[src/rtl/xmem_pkg.sv]
package xmem_pkg;
  localparam int ADDR_W = 16;
  localparam int PAGE_W = 8;
  localparam int LOW_W  = ADDR_W - PAGE_W;
  localparam int DATA_W = 8;
  localparam int N_GRP  = 2;

  typedef enum logic [1:0] {
    MM_ONCHIP     = 2'd0,
    MM_SPLIT_BANK = 2'd1,
    MM_SPLIT_FLAT = 2'd2,
    MM_OFFCHIP    = 2'd3
  } mem_mode_e;

  typedef enum logic [1:0] {
    ST_IDLE = 2'd0,
    ST_ADDR = 2'd1,
    ST_HOLD = 2'd2,
    ST_DATA = 2'd3
  } seq_state_e;

  // Effective address: register-indirect form takes its upper byte from the page.
  function automatic logic [ADDR_W-1:0] eff_addr(logic paged, logic [PAGE_W-1:0] page,
                                                 logic [ADDR_W-1:0] a);
    return paged ? {page, a[LOW_W-1:0]} : a;
  endfunction

  // Off-chip decision for a mode and an effective address.
  function automatic logic goes_off(mem_mode_e m, logic [ADDR_W-1:0] a, int unsigned onchip_aw);
    case (m)
      MM_ONCHIP:  return 1'b0;
      MM_OFFCHIP: return 1'b1;
      default:    return (a >> onchip_aw) != '0;
    endcase
  endfunction

  // Upper address byte placed on the off-chip bus.
  function automatic logic [PAGE_W-1:0] off_upper(mem_mode_e m, logic [PAGE_W-1:0] page,
                                                  logic [ADDR_W-1:0] a);
    return (m == MM_SPLIT_BANK) ? page : a[ADDR_W-1:LOW_W];
  endfunction
endpackage

[src/rtl/xmem_decode.sv]
module xmem_decode
  import xmem_pkg::*;
#(
  parameter int ONCHIP_AW = 12
) (
  input  mem_mode_e           mode,
  input  logic                paged,
  input  logic [PAGE_W-1:0]   page,
  input  logic [ADDR_W-1:0]   addr,
  output logic                off_hit,
  output logic [ADDR_W-1:0]   eff,
  output logic [ADDR_W-1:0]   bus_addr
);
  always_comb begin
    eff      = eff_addr(paged, page, addr);
    off_hit  = goes_off(mode, eff, ONCHIP_AW);
    bus_addr = {off_upper(mode, page, eff), eff[LOW_W-1:0]};
  end
endmodule

[src/rtl/xmem_seq.sv]
module xmem_seq
  import xmem_pkg::*;
#(
  parameter int STB_W = 2
) (
  input  logic                         clk,
  input  logic                         rst_n,
  input  logic                         start,
  input  logic                         s_write,
  input  logic                         s_muxed,
  input  logic                         s_grp,
  input  logic [STB_W-1:0]             s_strb,
  input  logic [ADDR_W-1:0]            s_addr,
  input  logic [DATA_W-1:0]            s_wdata,
  input  logic [N_GRP-1:0][DATA_W-1:0] din,
  output seq_state_e                   state,
  output logic                         busy,
  output logic                         done,
  output logic                         last_beat,
  output logic                         write_q,
  output logic                         muxed_q,
  output logic                         grp_q,
  output logic [ADDR_W-1:0]            addr_q,
  output logic [DATA_W-1:0]            wdata_q,
  output logic [DATA_W-1:0]            rdata
);
  logic [STB_W-1:0] cnt;

  assign busy      = (state != ST_IDLE);
  assign last_beat = (state == ST_DATA) && (cnt == '0);

  always_ff @(posedge clk or negedge rst_n) begin
    if (!rst_n) begin
      state   <= ST_IDLE;
      cnt     <= '0;
      done    <= 1'b0;
      rdata   <= '0;
      write_q <= 1'b0;
      muxed_q <= 1'b0;
      grp_q   <= 1'b0;
      addr_q  <= '0;
      wdata_q <= '0;
    end else begin
      done <= 1'b0;
      unique case (state)
        ST_IDLE: if (start) begin
          write_q <= s_write;
          muxed_q <= s_muxed;
          grp_q   <= s_grp;
          addr_q  <= s_addr;
          wdata_q <= s_wdata;
          cnt     <= s_strb;
          state   <= s_muxed ? ST_ADDR : ST_DATA;
        end
        ST_ADDR: state <= ST_HOLD;
        ST_HOLD: state <= ST_DATA;
        ST_DATA: begin
          if (cnt == '0) begin
            state <= ST_IDLE;
            done  <= 1'b1;
            if (!write_q) rdata <= din[grp_q];
          end else begin
            cnt <= cnt - 1'b1;
          end
        end
      endcase
    end
  end

  // the address phase is always followed by the hold phase
  p_addr_then_hold_r6: assert property (@(posedge clk) disable iff (!rst_n)
    state == ST_ADDR |=> state == ST_HOLD);
  // the strobe phase persists until its count runs out
  p_strobe_persists_r7: assert property (@(posedge clk) disable iff (!rst_n)
    (state == ST_DATA && !last_beat) |=> state == ST_DATA);
  // a transfer cannot restart from a running state
  p_no_restart_r10: assert property (@(posedge clk) disable iff (!rst_n)
    (busy && !last_beat) |=> $stable(addr_q) && $stable(grp_q));
  // completion pulse follows the final strobe beat
  p_done_after_last_r8: assert property (@(posedge clk) disable iff (!rst_n)
    last_beat |=> done && !busy);
endmodule

[src/rtl/xmem_pins.sv]
module xmem_pins
  import xmem_pkg::*;
(
  input  logic                         clk,
  input  logic                         rst_n,
  input  seq_state_e                   state,
  input  logic                         busy,
  input  logic                         done,
  input  logic                         write_q,
  input  logic                         muxed_q,
  input  logic                         grp_q,
  input  logic [ADDR_W-1:0]            addr_q,
  input  logic [DATA_W-1:0]            wdata_q,
  output logic [N_GRP-1:0]             pin_own,
  output logic [N_GRP-1:0]             pin_ale,
  output logic [N_GRP-1:0]             pin_rd_n,
  output logic [N_GRP-1:0]             pin_wr_n,
  output logic [N_GRP-1:0][PAGE_W-1:0] pin_addr_hi,
  output logic [N_GRP-1:0][LOW_W-1:0]  pin_addr_lo,
  output logic [N_GRP-1:0][DATA_W-1:0] pin_ad,
  output logic [N_GRP-1:0]             pin_ad_oe
);
  logic addr_ph, data_ph;
  assign addr_ph = (state == ST_ADDR) || (state == ST_HOLD);
  assign data_ph = (state == ST_DATA);

  for (genvar g = 0; g < N_GRP; g++) begin : g_grp
    logic own;
    assign own            = busy && (grp_q == g[0]);
    assign pin_own[g]     = own;
    assign pin_ale[g]     = own && (state == ST_ADDR);
    assign pin_rd_n[g]    = !(own && data_ph && !write_q);
    assign pin_wr_n[g]    = !(own && data_ph && write_q);
    assign pin_addr_hi[g] = own ? addr_q[ADDR_W-1:LOW_W] : '0;
    assign pin_addr_lo[g] = (own && !muxed_q) ? addr_q[LOW_W-1:0] : '0;
    assign pin_ad_oe[g]   = own && (addr_ph || (data_ph && write_q));
    always_comb begin
      pin_ad[g] = '0;
      if (own && addr_ph)                 pin_ad[g] = addr_q[LOW_W-1:0];
      else if (own && data_ph && write_q) pin_ad[g] = wdata_q;
    end

    // read and write strobes never overlap on a group
    p_strobe_excl_r8: assert property (@(posedge clk) disable iff (!rst_n)
      !(!pin_rd_n[g] && !pin_wr_n[g]));
    // ALE is a single-cycle pulse followed by a strobe-free hold cycle
    p_ale_pulse_r6: assert property (@(posedge clk) disable iff (!rst_n)
      pin_ale[g] |=> !pin_ale[g] && pin_rd_n[g] && pin_wr_n[g] && pin_own[g]);
    // a strobe releases only at completion
    p_rd_release_r8: assert property (@(posedge clk) disable iff (!rst_n)
      $rose(pin_rd_n[g]) |-> done);
    p_wr_release_r8: assert property (@(posedge clk) disable iff (!rst_n)
      $rose(pin_wr_n[g]) |-> done);
  end

  // at most one owner, and ownership exactly while busy
  p_own_onehot_r9: assert property (@(posedge clk) disable iff (!rst_n)
    $onehot0(pin_own));
  p_own_busy_r9: assert property (@(posedge clk) disable iff (!rst_n)
    (pin_own != '0) == busy);
endmodule

[src/rtl/xmem_ctl.sv]
module xmem_ctl
  import xmem_pkg::*;
#(
  parameter int ONCHIP_AW = 12,
  parameter int STB_W     = 2
) (
  input  logic                         clk,
  input  logic                         rst_n,
  input  logic [1:0]                   cfg_mode,
  input  logic                         cfg_hi_grp,
  input  logic                         cfg_muxed,
  input  logic [7:0]                   cfg_page,
  input  logic [STB_W-1:0]             cfg_strobe,
  input  logic                         req_valid,
  input  logic                         req_write,
  input  logic                         req_paged,
  input  logic [15:0]                  req_addr,
  input  logic [7:0]                   req_wdata,
  output logic                         busy,
  output logic                         done,
  output logic [7:0]                   rdata,
  output logic                         ram_en,
  output logic                         ram_we,
  output logic [ONCHIP_AW-1:0]         ram_addr,
  output logic [7:0]                   ram_wdata,
  output logic [1:0]                   pin_own,
  output logic [1:0]                   pin_ale,
  output logic [1:0]                   pin_rd_n,
  output logic [1:0]                   pin_wr_n,
  output logic [1:0][7:0]              pin_addr_hi,
  output logic [1:0][7:0]              pin_addr_lo,
  output logic [1:0][7:0]              pin_ad,
  output logic [1:0]                   pin_ad_oe,
  input  logic [1:0][7:0]              pin_din
);
  logic              off_hit, start, accept;
  logic [ADDR_W-1:0] eff, bus_addr, addr_q;
  logic [DATA_W-1:0] wdata_q;
  logic              write_q, muxed_q, grp_q, last_beat;
  seq_state_e        state;

  xmem_decode #(.ONCHIP_AW(ONCHIP_AW)) u_dec (
    .mode(mem_mode_e'(cfg_mode)), .paged(req_paged), .page(cfg_page), .addr(req_addr),
    .off_hit(off_hit), .eff(eff), .bus_addr(bus_addr)
  );

  assign accept    = req_valid && !busy;
  assign start     = accept && off_hit;
  assign ram_en    = accept && !off_hit;
  assign ram_we    = ram_en && req_write;
  assign ram_addr  = eff[ONCHIP_AW-1:0];
  assign ram_wdata = req_wdata;

  xmem_seq #(.STB_W(STB_W)) u_seq (
    .clk(clk), .rst_n(rst_n), .start(start), .s_write(req_write), .s_muxed(cfg_muxed),
    .s_grp(cfg_hi_grp), .s_strb(cfg_strobe), .s_addr(bus_addr), .s_wdata(req_wdata),
    .din(pin_din), .state(state), .busy(busy), .done(done), .last_beat(last_beat),
    .write_q(write_q), .muxed_q(muxed_q), .grp_q(grp_q), .addr_q(addr_q),
    .wdata_q(wdata_q), .rdata(rdata)
  );

  xmem_pins u_pins (
    .clk(clk), .rst_n(rst_n), .state(state), .busy(busy), .done(done), .write_q(write_q),
    .muxed_q(muxed_q), .grp_q(grp_q), .addr_q(addr_q), .wdata_q(wdata_q),
    .pin_own(pin_own), .pin_ale(pin_ale), .pin_rd_n(pin_rd_n), .pin_wr_n(pin_wr_n),
    .pin_addr_hi(pin_addr_hi), .pin_addr_lo(pin_addr_lo), .pin_ad(pin_ad),
    .pin_ad_oe(pin_ad_oe)
  );

  // on-chip access only while the off-chip sequencer is idle
  p_ram_idle_r4: assert property (@(posedge clk) disable iff (!rst_n)
    ram_en |-> !busy);
  // an accepted off-chip request makes the block busy next cycle
  p_start_busy_r10: assert property (@(posedge clk) disable iff (!rst_n)
    start |=> busy);
  // completion only ends a running transfer
  p_done_from_busy_r8: assert property (@(posedge clk) disable iff (!rst_n)
    done |-> $past(busy) && !busy);
endmodule

[config.mk]
export PLATFORM = sky130hd
export DESIGN_NAME = xmem_ctl
export DESIGN_NICKNAME = d
export VERILOG_FILES = /design/src/rtl/xmem_pkg.sv /design/src/rtl/xmem_decode.sv /design/src/rtl/xmem_seq.sv /design/src/rtl/xmem_pins.sv /design/src/rtl/xmem_ctl.sv
export SDC_FILE = /design/constraint.sdc
export NUM_CORES = 1
export LEC_CHECK = 0
export ABC_CLOCK_PERIOD_IN_PS = 1700
export BUFFER_PORTS_ARGS = -buffer_cell sky130_fd_sc_hd__buf_4
export CORE_UTILIZATION = 41
export DETAILED_ROUTE_END_ITERATION = 10
export PLACE_DENSITY = 0.77
export SYNTH_ARGS = -nofsm -noshare
export SYNTH_HDL_FRONTEND = slang
export SYNTH_SLANG_ARGS = --single-unit
[constraint.sdc]
create_clock -name clk -period 1.7 [get_ports clk]
set_input_delay 0.17 -clock clk [delete_from_list [all_inputs] [get_ports clk]]
set_output_delay 0.17 -clock clk [all_outputs]
set_load 0.02 [all_outputs]
==> results.md, run 1 <==
Outcome:
- The flow ran to the end, but the final reports show violations.
- The checks that failed: setup timing.

Logic synthesis:
- The average instance area after synthesis is 10.3 sq um.
- Sorting the synthesized cells by how often they occur yields 40 x sky130_fd_sc_hd__dfrtp_1, 38 x sky130_fd_sc_hd__and2_1, 22 x sky130_fd_sc_hd__nand2_1.
- After synthesis the cells add up to 2740 sq um.
- Among all flip-flop cells after synthesis, the most frequent one is sky130_fd_sc_hd__dfrtp_1.
- The number of instances in the synthesized netlist is 265.
- By instance count, the leading cell after synthesis is sky130_fd_sc_hd__dfrtp_1.
- After synthesis the netlist holds a flip-flop and latch count of 40.
- For this run, the number of Yosys warnings is 0.
- The synthesized design contains 0 enable-type register cells.
- The post-synthesis net count is 331.
- The proportion of register bits with asynchronous set or reset after synthesis is 1.00.
- Of the post-synthesis cell area, the dominant cell type holds 0.365.
- Of all cell types, the one taking the most synthesized area is sky130_fd_sc_hd__dfrtp_1.
- The number of different library cells used by synthesis comes to 33.
- The share of the Yosys chip area taken by registers is 0.365.
- Yosys attributes the largest share of cell area to sky130_fd_sc_hd__dfrtp_1 37%, sky130_fd_sc_hd__mux2_4 9.9%, sky130_fd_sc_hd__and2_1 8.7%.

Finish:
- Fill cells in the final layout number 411.
- The area growth from synthesis to layout is 81.4%.
- At the end of the flow, the number of nets in the layout was 509.
- Of the cells placed in the final design, the portion with a size suffix greater than 1 is 0.732.
- The number of antenna diodes is 0.

Power and ir drop:
- The design draws 9.79 mW.
- The worst-case IR drop observed on VDD is 0.00112 V.
- Dividing total power by cell area gives a power density of 1970 nW/um^2.
- Summed over all cells, the static leakage comes to 2.48 nW.

Timing:
- Of the available clock period, the critical path in the final layout requires 1.14.
- The final-report max-slew violation count was 0.
- The setup slack after layout is -0.246 ns.
- The number of hold violations in the final report came to 0.
- The summed negative setup slack over all endpoints is -10.48 ns.
- Clock skew on the completed layout was measured at 0.00547 ns.
- The count of endpoints failing setup in the final report is 65.
- Headroom to the max-slew limit came out at 0.663.
- The routed design could run at a clock period as short as 1.95 ns.
- Setup repair after global routing could not meet its margin everywhere.
- The measured slew at the worst slew-check pin is 0.505 ns.
- For this run, the top clock speed supported by timing is 514 MHz.

Global route:
- The initial antenna violation count is 0.
- The number of global-route vias before repair is 2787.
- Entering global routing, the biggest net connects 41 pins.
- The global-route total usage across every layer is 0.248.
- The global-route wire length before repair is 13800 um.
- The total overflow left after global routing is 0.

Floorplan:
- The floorplan step set the die width to 83.7 um.
- The row count is 29.
- After floorplanning, the core was sized to cover 6390 sq um.
- For this configuration, the core starts out at a cell density of 0.429.
- The y dimension of the die is 83.7 um.
- The number of top-level design ports is 149.
- The floorplan die area is 7010 sq um.

Clocking:
- The number of clock sinks is 40.
- Counting the buffers created by CTS gives 5.
- Clock-pin slew was measured on the worst setup and hold paths at 0.08 ns.
- The maximum level of the CTS H-tree is 2.
- The library cell used as clock root buffer is sky130_fd_sc_hd__clkbuf_8.
- The worst-skew pair later-pin latency is 0.29 ns.
- The maximum count of clock buffers along a single path is 2.
- TritonCTS built the clock tree.

Detailed routing:
- After detailed routing, the average wire length per cell comes to 16.8 um.
- The first detailed-routing pass took 4 iterations.
- The final routed DRC violation total is 0.
- After detailed routing, the number of vias per cell comes to 5.06.
- The total wire length is 8750 um.
- In this run the remaining antenna-violating nets after routing total 0.
- Summing over every cut layer, the via total after detailed routing is 2638.
- The detailed router finished its first iteration with 44 violations.

Placed design:
- Routability-driven placement finished with a final weighted congestion of 0.847.
- The worst-case setup slack after placement is -0.233 ns.
- The quantity of I/O buffers inserted on ports is 148.
- The post-DP HPWL is 6110 um.

Worst setup path:
- The signal on the critical path passes through inv_2, ha_4, nor2_4, nand3_4, nor2_4, buf_12, a22o_4, buf_6.
- The highest-delay cell along the critical path is sky130_fd_sc_hd__dfrtp_1.
- The arrival time at the worst endpoint is 1.78 ns.
- The element type at the critical path start is a register.
- The critical path's largest stage delay is 0.40 ns.
- In this run the worst path has a maximum fanout of 8.
- The worst setup path is of the register to output port kind.
- The most numerous cell on the critical path is sky130_fd_sc_hd__nor2_4.
- Measured in cells, the most critical reg-to-reg path has a length of 9.
- The endpoint class of the critical path is an output port.
- For the worst setup path, the data required time is 1.53 ns.

Worst hold path:
- The cell count of the worst hold path is 2.
- The classification of the worst-slack hold path is primary input to register.

Job:
- Max-cap violations in this run came to 0.
[worst max-delay path: cells and delay by family (launching register included)]
kind	cells	cell delay (ns)
flops	1	0.40
fa+ha+maj	1	0.19
buf+inv	3	0.31
simple gates	3	0.46
compound gates	1	0.11
[cell type report]
type,instances,area (sq um),area share
Tap cell,77,96.3,0.0194
Clock buffer,6,72.6,0.0146
Clock inverter,2,35.0,0.00705
Multi-Input combinational cell,187,1910,0.384
Timing Repair Buffer,203,1830,0.369
Inverter,6,22.5,0.00453
Sequential cell,40,1000,0.202
[placed cells by master (no fill, tap or decap), types with 4 or more instances in the layout]
cell and instances:
sky130_fd_sc_hd__o21ai_0 12, sky130_fd_sc_hd__o41ai_1 4, sky130_fd_sc_hd__mux2_4 19, sky130_fd_sc_hd__buf_4 130, sky130_fd_sc_hd__o22ai_1 4, sky130_fd_sc_hd__nand2_1 16
sky130_fd_sc_hd__dfrtp_1 40, sky130_fd_sc_hd__and2_1 6, sky130_fd_sc_hd__mux2_2 14, sky130_fd_sc_hd__buf_6 66, sky130_fd_sc_hd__and2_4 32, sky130_fd_sc_hd__nor2_1 7
sky130_fd_sc_hd__nor2b_1 4, sky130_fd_sc_hd__clkbuf_8 5, sky130_fd_sc_hd__mux2i_1 8, sky130_fd_sc_hd__a22o_4 16, sky130_fd_sc_hd__ha_1 4
[worst paths after layout]
| path | start | slack [ns] | to |
|---|---|---|---|
| max | u_seq.state[0]$_DFFE_PN0P_ | -0.25 | pin_ad[5] |
| max in group asynchronous | rst_n | 0.95 | u_seq.state[0]$_DFFE_PN0P_ |
| min reg2reg | u_seq.rdata[6]$_DFFE_PN0P_ | 0.48 | u_seq.rdata[6]$_DFFE_PN0P_ |
| min in group asynchronous | rst_n | 0.40 | u_seq.done$_DFF_PN0_ |
| min | cfg_hi_grp | 0.11 | u_seq.grp_q$_DFFE_PN0P_ |
| max reg2reg | u_seq.state[0]$_DFFE_PN0P_ | -0.10 | u_seq.cnt[0]$_DFFE_PN0P_ |
[where the power goes]
group | switching, mW | internal [mW] | leakage, nW | total, mW
combinational | 3.14 | 3.90 | 1.94 | 7.04
clock | 0.326 | 0.436 | 0.0552 | 0.762
sequential | 0.565 | 1.43 | 0.480 | 1.99
total | 4.03 | 5.76 | 2.48 | 9.79
[layer usage]
metal  global-route usage  part of all wire
met3               0.0564             0.057
met2                0.455              0.53
met1                0.289              0.40
met5                    0                 0
met4               0.0647             0.014
[what timing repair did]
item	4_1_cts	5_1_grt
setup buffers	14	10
hold endpoints to repair	40	0
hold buffers	1	0
pin swaps	12	5
setup endpoints to repair	77	74
gates resized for setup	72	66
[metrics by stage]
| stage | std cells | cell area, sq um | hold WS [ns] | util |
|---|---|---|---|---|
| floorplan | 265 | 2970 | -0.126 | - |
| global placement | 495 | 4230 | 0.178 | 0.662 |
| detailed placement | 495 | 4230 | 0.184 | 0.662 |
| CTS | 516 | 4710 | 0.0952 | 0.738 |
| global route | 521 | 4970 | 0.0864 | 0.778 |
| finish | 521 | 4970 | 0.106 | 0.778 |
[kinds of logic (layout without fill, tap and decap cells)]
logic type      Yosys count  in the layout  synth area share
fa+ha+maj                 7              7            0.0320
buf+inv                  38            217            0.0941
simple gates             91             91             0.186
mux                      41             41             0.190
flops                    40             40             0.365
compound gates           48             48             0.132
[sequential cells by signal (all words and copies together) (netlist names)]
signal / flops
u_seq.addr_q: 16
u_seq.rdata: 8
u_seq.wdata_q: 8
u_seq.cnt: 2
u_seq.state: 2
u_seq.done: 1
u_seq.grp_q: 1
u_seq.muxed_q: 1
u_seq.write_q: 1
Note: power is estimated with default switching activity, not from simulation.
==> run 2: changes to the inputs <==
ABC_CLOCK_PERIOD_IN_PS = 2400   (was 1700)
CORE_UTILIZATION = 49   (was 41)
PLACE_DENSITY = 0.87   (was 0.77)
RECOVER_POWER = 100   (was default)
clock period = 2.4 ns   (was 1.7 ns; I/O delays follow)
==> results.md, run 2 (synthesized netlist as in run 1, its figures left out) <==
Outcome:
- Status: complete, no violations (was finished with violations).

Worst setup path:
- The largest driver fanout on the critical path is 8 (unchanged).
- The cell type group with the largest total delay on the critical path is simple AND/OR/NAND/NOR gates (unchanged).
- The most numerous cell on the critical path was sky130_fd_sc_hd__buf_4 (was sky130_fd_sc_hd__nor2_4).
- The arrival time at the worst endpoint came to 2.01 ns (was 1.78 ns).
- The highest-delay cell along the critical path is sky130_fd_sc_hd__dfrtp_1 (unchanged).
- The count of buffer and inverter cells on the critical path is 3 (unchanged).
- The critical setup path kind is register to output port (unchanged).
- The data required time of the critical path is 2.16 ns (was 1.53 ns).
- The critical path's largest stage delay is 0.40 ns (about the same).
- Crit-path cells: inv_1, ha_1, nor2b_4, nand3_1, nor2_1, buf_4, a22o_1, buf_4 (was inv_2, ha_4, nor2_4, nand3_4, nor2_4, buf_12, a22o_4, buf_6).
- The endpoint class of the critical path is an output port (unchanged).
- The element type at the critical path start is a register (unchanged).

Timing:
- The summed negative setup slack over all endpoints is 0 ns (was -10.48 ns).
- The final-report max-slew violation count is 0 (unchanged).
- The count of endpoints failing setup in the final report is 0 (was 65).
- The minimum hold slack is 0.182 ns (was 0.106 ns).
- The number of hold violations in the final report is 0 (unchanged).
- The measured slew at the worst slew-check pin was 0.971 ns (was 0.505 ns).
- The remaining max-slew budget at the tightest pin is 0.352 (was 0.663).
- The period utilization is 0.939.
- After layout, the minimum clock period comes to 2.25 ns.
- The worst-case clock skew is 0.00571 ns (was 0.00547 ns).
- For this run, the top clock speed supported by timing is 444 MHz.

Detailed routing:
- The detailed-route via count is 2513 (was 2638).
- The detail-routed via count per cell is 5.37 (was 5.06).
- The final routed DRC violation total is 0 (unchanged).
- The detailed-routing iteration count for the pre-antenna-repair pass is 5 (was 4).
- The residual antenna-violating net count after detailed routing came to 0 (unchanged).
- The total wire length is 7500 um (was 8750 um).
- The first-iteration detailed-routing DRC count was 169 (was 44).
- The wire length per cell after detailed routing was 16.0 um (was 16.8 um).

Finish:
- The net total in the final layout was 463 (was 509).
- The top register by number of flip-flops is u_seq.addr_q (unchanged).
- The number of antenna diodes is 0 (unchanged).
- The design area is 3810 sq um (was 4970 sq um).
- The number of fill cells in the layout is 428 (was 411).
- The most common cell after layout, fill and taps aside is sky130_fd_sc_hd__buf_4 (unchanged).
- The number of non-filler instances in the completed layout came to 468 (was 521).
- The number of flip-flops under the largest register name is 16 (unchanged).
- The area of the multi-input gates is 1500 sq um (was 1910 sq um).
- The proportion of layout cells with a drive suffix above 1 was 0.442 (was 0.732).
- Biggest registers after layout: u_seq.addr_q (16), u_seq.rdata (8), u_seq.wdata_q (8) (unchanged).
- Most frequent cells in the layout: 128 x sky130_fd_sc_hd__buf_4, 39 x sky130_fd_sc_hd__dfrtp_1, 37 x sky130_fd_sc_hd__and2_1, 27 x sky130_fd_sc_hd__clkbuf_1, 22 x sky130_fd_sc_hd__nand2_1 (was 130 x sky130_fd_sc_hd__buf_4, 66 x sky130_fd_sc_hd__buf_6, 40 x sky130_fd_sc_hd__dfrtp_1, 32 x sky130_fd_sc_hd__and2_4, 19 x sky130_fd_sc_hd__mux2_4).
- The total area of sequential cells is 1000 sq um (about the same).
- The layout overhead on the synthesized area is 39.2% (was 81.4%).

Floorplan:
- The placeable core area was 5240 sq um (was 6390 sq um).
- The initial core utilization is 0.523 (was 0.429).
- The y dimension of the die was 76.8 um (was 83.7 um).
- The floorplan die area is 5890 sq um (was 7010 sq um).
- The number of top-level design ports was 149 (unchanged).
- The row count was 26 (was 29).
- The die width is 76.8 um (was 83.7 um).

Global route:
- The global-route total usage across every layer came to 0.259 (was 0.248).
- The number of global-route vias before repair came to 2468 (was 2787).
- The largest net degree at the start of global routing is 41 (unchanged).
- The initial antenna violation count is 0 (unchanged).
- The global-route wire length before repair is 12000 um (was 13800 um).
- The remaining global-route overflow is 0 (unchanged).

Clocking:
- The number of post-CTS setup repair buffers is 0 (was 14).
- The worst-skew pair later-pin latency is 0.29 ns (about the same).
- The number of clock sinks came to 40 (unchanged).
- The maximum level of the CTS H-tree is 2 (unchanged).
- The CTS clock-pin slew for the worst setup and hold paths came to 0.08 ns (about the same).
- The maximum count of clock buffers along a single path is 2 (unchanged).
- The library cell used as clock root buffer was sky130_fd_sc_hd__clkbuf_8 (unchanged).
- The number of buffers added by the clock tree synthesis step was 5 (unchanged).
- The TritonCTS clock tree is yes (unchanged).

Power and ir drop:
- The leakage power of the design is 1.90 nW (was 2.48 nW).
- The total design power came to 5.09 mW (was 9.79 mW).
- The maximum ir drop on the vdd rail is 0.000841 V (was 0.00112 V).
- The power per unit of standard cell area is 1330 nW/um^2 (was 1970 nW/um^2).

Worst hold path:
- The classification of the worst-slack hold path is primary input to register (unchanged).

Placed design:
- The routability congestion estimate from global placement is 0.878 (was 0.847).
- The cell area after placement is 3770 sq um (was 4230 sq um).
- The quantity of I/O buffers inserted on ports was 148 (unchanged).
- The number of cells in the design after placement came to 459 (was 495).
- The post-DP HPWL is 5880 um (was 6110 um).

Job:
- The number of max-cap violations was 0 (unchanged).
-- run 2: cell types whose count changed in the layout (fill, tap and decap cells not counted), moves of 6 or more --
| cell | change |
|---|---|
| sky130_fd_sc_hd__a22o_1 | +16 |
| sky130_fd_sc_hd__a22o_4 | -16 |
| sky130_fd_sc_hd__and2_1 | +31 |
| sky130_fd_sc_hd__and2_4 | -32 |
| sky130_fd_sc_hd__buf_6 | -66 |
| sky130_fd_sc_hd__clkbuf_1 | +26 |
| sky130_fd_sc_hd__nand2_1 | +6 |
-- run 2: final cells by class --
class	instances	share of cell area
Multi-Input combinational cell	187	0.393
Timing Repair Buffer	157	0.287
Sequential cell	40	0.263
Tap cell	70	0.0230
Clock buffer	6	0.0190
Clock inverter	2	0.00919
Inverter	6	0.00591
-- run 2: what timing repair did --
action                                  in CTS  in global routing
endpoints found under the setup margin       0                 24
resized for setup                            0                  6
hold buffers                                 1                  0
hold endpoints to repair                    40                  0
-- run 2: worst paths after layout --
kind | from | to | slack [ns] | cells after the start
setup / recovery | u_seq.state[0]$_DFFE_PN0P_ | pin_ad[10] | 0.15 | 8
hold / removal | cfg_hi_grp | u_seq.grp_q$_DFFE_PN0P_ | 0.18 | 2
setup reg to reg | u_seq.state[0]$_DFFE_PN0P_ | u_seq.addr_q[4]$_DFFE_PN0P_ | 0.22 | 7
hold reg to reg | u_seq.rdata[5]$_DFFE_PN0P_ | u_seq.rdata[5]$_DFFE_PN0P_ | 0.48 | 2
max in group asynchronous | rst_n | u_seq.state[1]$_DFFE_PN0P_ | 1.10 | 2
min in group asynchronous | rst_n | u_seq.addr_q[2]$_DFFE_PN0P_ | 0.65 | 2
-- run 2: stage by stage --
step | setup slack (ns) | util
finish | 0.145 | 0.728
global route | -0.000102 | 0.728
detailed placement | 0.234 | 0.721
CTS | 0.0342 | 0.743
global placement | 0.293 | 0.721
floorplan | 0.204 | -
-- run 2: report_power, final --
part | total, mW | leakage [nW] | switching [mW] | internal (mW)
registers | 1.32 | 0.479 | 0.310 | 1.01
logic | 3.23 | 1.36 | 1.73 | 1.50
clock network | 0.532 | 0.0552 | 0.223 | 0.309
total | 5.09 | 1.90 | 2.26 | 2.83
-- run 2: metal layers --
| metal | wire [um] | GRT usage | up-vias |
|---|---|---|---|
| met1 | 2840 | 0.295 | 1173 |
| met3 | 693 | 0.0679 | 12 |
| met5 | 0 | 0 | - |
| met2 | 3880 | 0.469 | 149 |
| met4 | 82 | 0.0750 | 0 |
| li1 | - | - | 1179 |
==> run 3: changes to the inputs <==
CORE_ASPECT_RATIO = 2   (was default)
PLACE_DENSITY = 0.86   (was 0.87)
SYNTH_HIERARCHICAL = 1   (was default)
==> results.md, run 3 <==
Global route:
- The largest net degree at the start of global routing is 41 (unchanged).
- The number of global-route vias before repair is 2429 (was 2468).
- The remaining global-route overflow is 0 (unchanged).
- The global-route total usage across every layer came to 0.244 (was 0.259).
- The initial antenna violation count is 0 (unchanged).
- The global-route wire length before repair came to 11600 um (was 12000 um).

Placed design:
- The cell area after placement is 3800 sq um (was 3770 sq um).
- The quantity of I/O buffers inserted on ports came to 148 (unchanged).
- The post-DP HPWL is 5730 um (was 5880 um).
- The routability congestion estimate from global placement came to 0.750 (was 0.878).
- The number of cells in the design after placement is 430 (was 459).

Timing:
- Setup repair after global routing left no endpoint under its margin.
- The final-report max-slew violation count is 0 (unchanged).
- The top achievable clock speed is 432 MHz (was 444 MHz).
- The period utilization came to 0.965 (was 0.939).
- The remaining max-slew budget at the tightest pin is 0.360 (was 0.352).
- The minimum period implied by the final worst setup slack came to 2.32 ns (was 2.25 ns).
- The worst-case clock skew is 0.00986 ns (was 0.00571 ns).
- The count of endpoints failing setup in the final report was 0 (unchanged).
- The measured slew at the worst slew-check pin is 0.960 ns (was 0.971 ns).
- The number of hold violations in the final report was 0 (unchanged).

Logic synthesis:
- The share of synthesized cell area in and, or, nand and nor gates was 0.158 (was 0.186).
- The portion of synthesized cell area occupied by the leading cell type is 0.352 (was 0.365).
- The Yosys warning count is 6 (was 0).
- The flip-flop and latch count after synthesis was 40 (unchanged).
- The share of the synthesized area in compound gates (AO/OA/AOI/OAI) came to 0.0841 (was 0.132).
- The number of flops mapped to enable cells by yosys is 0 (unchanged).
- The share of synthesized area spent on multiplexers is 0.245 (was 0.190).
- The share of synthesized area occupied by flip-flops and latches is 0.352 (was 0.365).
- Area contributors post-synth: sky130_fd_sc_hd__dfrtp_1 35%, sky130_fd_sc_hd__mux2_4 11%, sky130_fd_sc_hd__mux2_2 9.5% (was sky130_fd_sc_hd__dfrtp_1 37%, sky130_fd_sc_hd__mux2_4 9.9%, sky130_fd_sc_hd__and2_1 8.7%).
- The proportion of register bits with asynchronous set or reset after synthesis was 1.00 (unchanged).
- The arithmetic-cell share of the synthesized area counting full adders, half adders and majority gates came to 0.0441 (was 0.0320).
- The primary flip-flop cell chosen by synthesis mapping is sky130_fd_sc_hd__dfrtp_1 (unchanged).
- The most frequently used cell type in the post-synthesis netlist is sky130_fd_sc_hd__dfrtp_1 (unchanged).
- The number of instances in the synthesized netlist is 256 (was 265).
- The post-synthesis net count is 325 (was 331).
- The distinct cell type count of the synthesized netlist is 35 (was 33).
- Commonest cells post-synth: 40 x sky130_fd_sc_hd__dfrtp_1, 26 x sky130_fd_sc_hd__buf_4, 25 x sky130_fd_sc_hd__and2_1 (was 40 x sky130_fd_sc_hd__dfrtp_1, 38 x sky130_fd_sc_hd__and2_1, 22 x sky130_fd_sc_hd__nand2_1).
- The total standard cell area after synthesis was 2840 sq um (was 2740 sq um).
- The average instance area after synthesis is 11.1 sq um (was 10.3 sq um).
- The cell type with the highest aggregate area in the netlist is sky130_fd_sc_hd__dfrtp_1 (unchanged).
- The share of the synthesized netlist area taken by xor and xnor gates is 0 (unchanged).
- The largest family of logic cells by synthesized area is multiplexers (unchanged).

Finish:
- The design area is 3690 sq um (was 3810 sq um).
- The post-layout utilization of the core is 0.670 (was 0.728).
- The layout overhead on the synthesized area was 30.0% (was 39.2%).
- The number of non-filler instances in the completed layout is 441 (was 468).
- The most common cell after layout, fill and taps aside is sky130_fd_sc_hd__buf_4 (unchanged).
- Most frequent cells in the layout: 97 x sky130_fd_sc_hd__buf_4, 40 x sky130_fd_sc_hd__dfrtp_1, 37 x sky130_fd_sc_hd__clkbuf_1, 21 x sky130_fd_sc_hd__mux2_2, 17 x sky130_fd_sc_hd__mux2_1 (was 128 x sky130_fd_sc_hd__buf_4, 39 x sky130_fd_sc_hd__dfrtp_1, 37 x sky130_fd_sc_hd__and2_1, 27 x sky130_fd_sc_hd__clkbuf_1, 22 x sky130_fd_sc_hd__nand2_1).
- Biggest registers after layout: u_seq/addr_q (16), u_seq/rdata (8), u_seq/wdata_q (8) (was u_seq.addr_q (16), u_seq.rdata (8), u_seq.wdata_q (8)).
- The proportion of layout cells with a drive suffix above 1 was 0.457 (was 0.442).
- The net total in the final layout is 449 (was 463).
- The number of flip-flops under the largest register name is 16 (unchanged).
- The number of antenna diodes is 0 (unchanged).
- The top register by number of flip-flops is u_seq/addr_q (was u_seq.addr_q).

Worst setup path:
- The endpoint class of the critical path was an output port (unchanged).
- The critical setup path kind is register to output port (unchanged).
- The arrival time at the worst endpoint was 2.08 ns (was 2.01 ns).
- The critical path startpoint is u_seq/state[1]$_DFFE_PN0P_ (was u_seq.state[0]$_DFFE_PN0P_).
- The reg-to-reg startpoint is u_seq/state[0]$_DFFE_PN0P_ (was u_seq.state[0]$_DFFE_PN0P_).
- The largest driver fanout on the critical path came to 16 (was 8).
- The data required time of the critical path was 2.16 ns (about the same).
- The end of the worst register-to-register path is u_seq/state[1]$_DFFE_PN0P_ (was u_seq.addr_q[4]$_DFFE_PN0P_).
- The setup slack of the worst register-to-register path is 0.29 ns (was 0.22 ns).
- The element type at the critical path start is a register (unchanged).
- The worst setup path endpoint was pin_ad[8] (was pin_ad[10]).
- The length in cells of the worst reg-to-reg path is 7 (unchanged).

Power and ir drop:
- The sequential power share is 0.275 (was 0.260).
- The maximum ir drop on the vdd rail is 0.000796 V (was 0.000841 V).
- The leakage power of the design is 1.88 nW (was 1.90 nW).
- The power spent charging and discharging nets is 2.17 mW (was 2.26 mW).
- The switching power as a share of total power is 0.456 (was 0.444).
- The power per unit of standard cell area is 1290 nW/um^2 (was 1330 nW/um^2).
- The internal power consumption is 2.58 mW (was 2.83 mW).
- The part of the power in the clock network came to 0.125 (was 0.105).
- The combinational power share is 0.600 (was 0.635).

Floorplan:
- The y dimension of the die is 110 um (was 76.8 um).
- The number of top-level design ports came to 149 (unchanged).
- The row count came to 38 (was 26).
- The placeable core area is 5520 sq um (was 5240 sq um).
- The die width was 55.8 um (was 76.8 um).
- The floorplan die area is 6120 sq um (was 5890 sq um).
- The initial core utilization was 0.515 (was 0.523).

Detailed routing:
- The wire length per cell after detailed routing is 17.0 um (was 16.0 um).
- The residual antenna-violating net count after detailed routing is 0 (unchanged).
- The detailed-routing iteration count for the pre-antenna-repair pass is 4 (was 5).
- The total wire length was 7510 um (was 7500 um).
- The first-iteration detailed-routing DRC count is 50 (was 169).
- The detailed-route via count was 2379 (was 2513).
- The final routed DRC violation total is 0 (unchanged).
- The detail-routed via count per cell is 5.39 (was 5.37).

Clocking:
- The number of clock sinks came to 40 (unchanged).
- The maximum count of clock buffers along a single path is 2 (unchanged).
- The TritonCTS clock tree is yes (unchanged).
- The number of buffers added by the clock tree synthesis step was 5 (unchanged).
- The CTS clock-pin slew for the worst setup and hold paths is 0.08 ns (about the same).
- The maximum level of the CTS H-tree was 2 (unchanged).
- The worst-skew pair later-pin latency was 0.29 ns (about the same).
- The library cell used as clock root buffer is sky130_fd_sc_hd__clkbuf_8 (unchanged).

Worst hold path:
- The classification of the worst-slack hold path is primary input to register (unchanged).

Outcome:
- Status: complete, no violations (unchanged).

Job:
- The number of max-cap violations came to 0 (unchanged).
==> run 3: cell families (layout without fill, tap and decap cells) <==
| family | after synthesis | count (layout) |
|---|---|---|
| AO/OA/AOI/OAI | 30 | 30 |
| adder cells (fa/ha/maj) | 10 | 10 |
| buffers and inverters | 50 | 174 |
| AND/OR/NAND/NOR | 70 | 71 |
| multiplexers | 56 | 56 |
| flip-flops | 40 | 40 |
==> run 3: critical path, cell delays in order (launching register included) <==
cell and delay (ns):
sky130_fd_sc_hd__dfrtp_1 0.46, sky130_fd_sc_hd__inv_1 0.08, sky130_fd_sc_hd__ha_1 0.41, sky130_fd_sc_hd__and3_2 0.42, sky130_fd_sc_hd__a32o_1 0.24, sky130_fd_sc_hd__clkbuf_2 0.17
==> run 3: per-stage QoR <==
step                hold slack, ns  total power [mW]  TNS (ns)  setup slack [ns]
floorplan                  -0.0556              3.24         0            0.0122
global placement             0.236              4.26    -0.654           -0.0546
detailed placement           0.241              4.36     -1.30           -0.0794
CTS                          0.181              5.00         0            0.0384
global route                 0.166              5.04         0           0.00391
finish                       0.177              4.75         0            0.0829
==> run 3: power by group through the flow <==
stage | sequential, mW | combinational, mW | clock (mW)
finish | 1.31 | 2.85 | 0.592
detailed placement | 1.31 | 3.05 | 0
global placement | 1.29 | 2.97 | 0
global route | 1.35 | 3.06 | 0.627
floorplan | 1.30 | 1.94 | 0
CTS | 1.31 | 3.09 | 0.602
==> run 3: what timing repair did <==
item / in CTS / in global routing
buffers inserted: 0 / 1
resized for setup: 3 / 3
setup endpoints to repair: 11 / 35
hold endpoints to repair: 40 / 0
pin swaps: 0 / 0
gates cloned: 0 / 1
hold buffers: 1 / 0
==> run 3: worst min path at each step <==
stage	from	end	cells after the start
global placement	rst_n	u_seq/addr_q[5]$_DFFE_PN0P_	1
detailed placement	rst_n	u_seq/addr_q[5]$_DFFE_PN0P_	1
floorplan	rst_n	u_seq/addr_q[0]$_DFFE_PN0P_	0
CTS	req_addr[5]	u_seq/addr_q[5]$_DFFE_PN0P_	2
global route	cfg_hi_grp	u_seq/grp_q$_DFFE_PN0P_	2
finish	cfg_hi_grp	u_seq/grp_q$_DFFE_PN0P_	2
==> run 3: routing by layer <==
layer / global-route usage / wire, um / vias up
met5: 0 / 0 / -
met1: 0.255 / 2650 / 1150
met4: 0.108 / 131 / 0
met2: 0.468 / 4290 / 97
li1: - / - / 1121
met3: 0.0459 / 435 / 11
==> run 3: area by class of cell <==
| class | count | area [sq um] |
|---|---|---|
| sequential | 40 | 1000 |
| tap | 60 | 75.1 |
| fill | 507 | 1820 |
| clock buffer | 7 | 96.3 |
| clock inverter | 1 | 30.0 |
| inverter | 10 | 37.5 |
| timing repair buffer | 156 | 982 |
| multi-input combinational | 167 | 1470 |
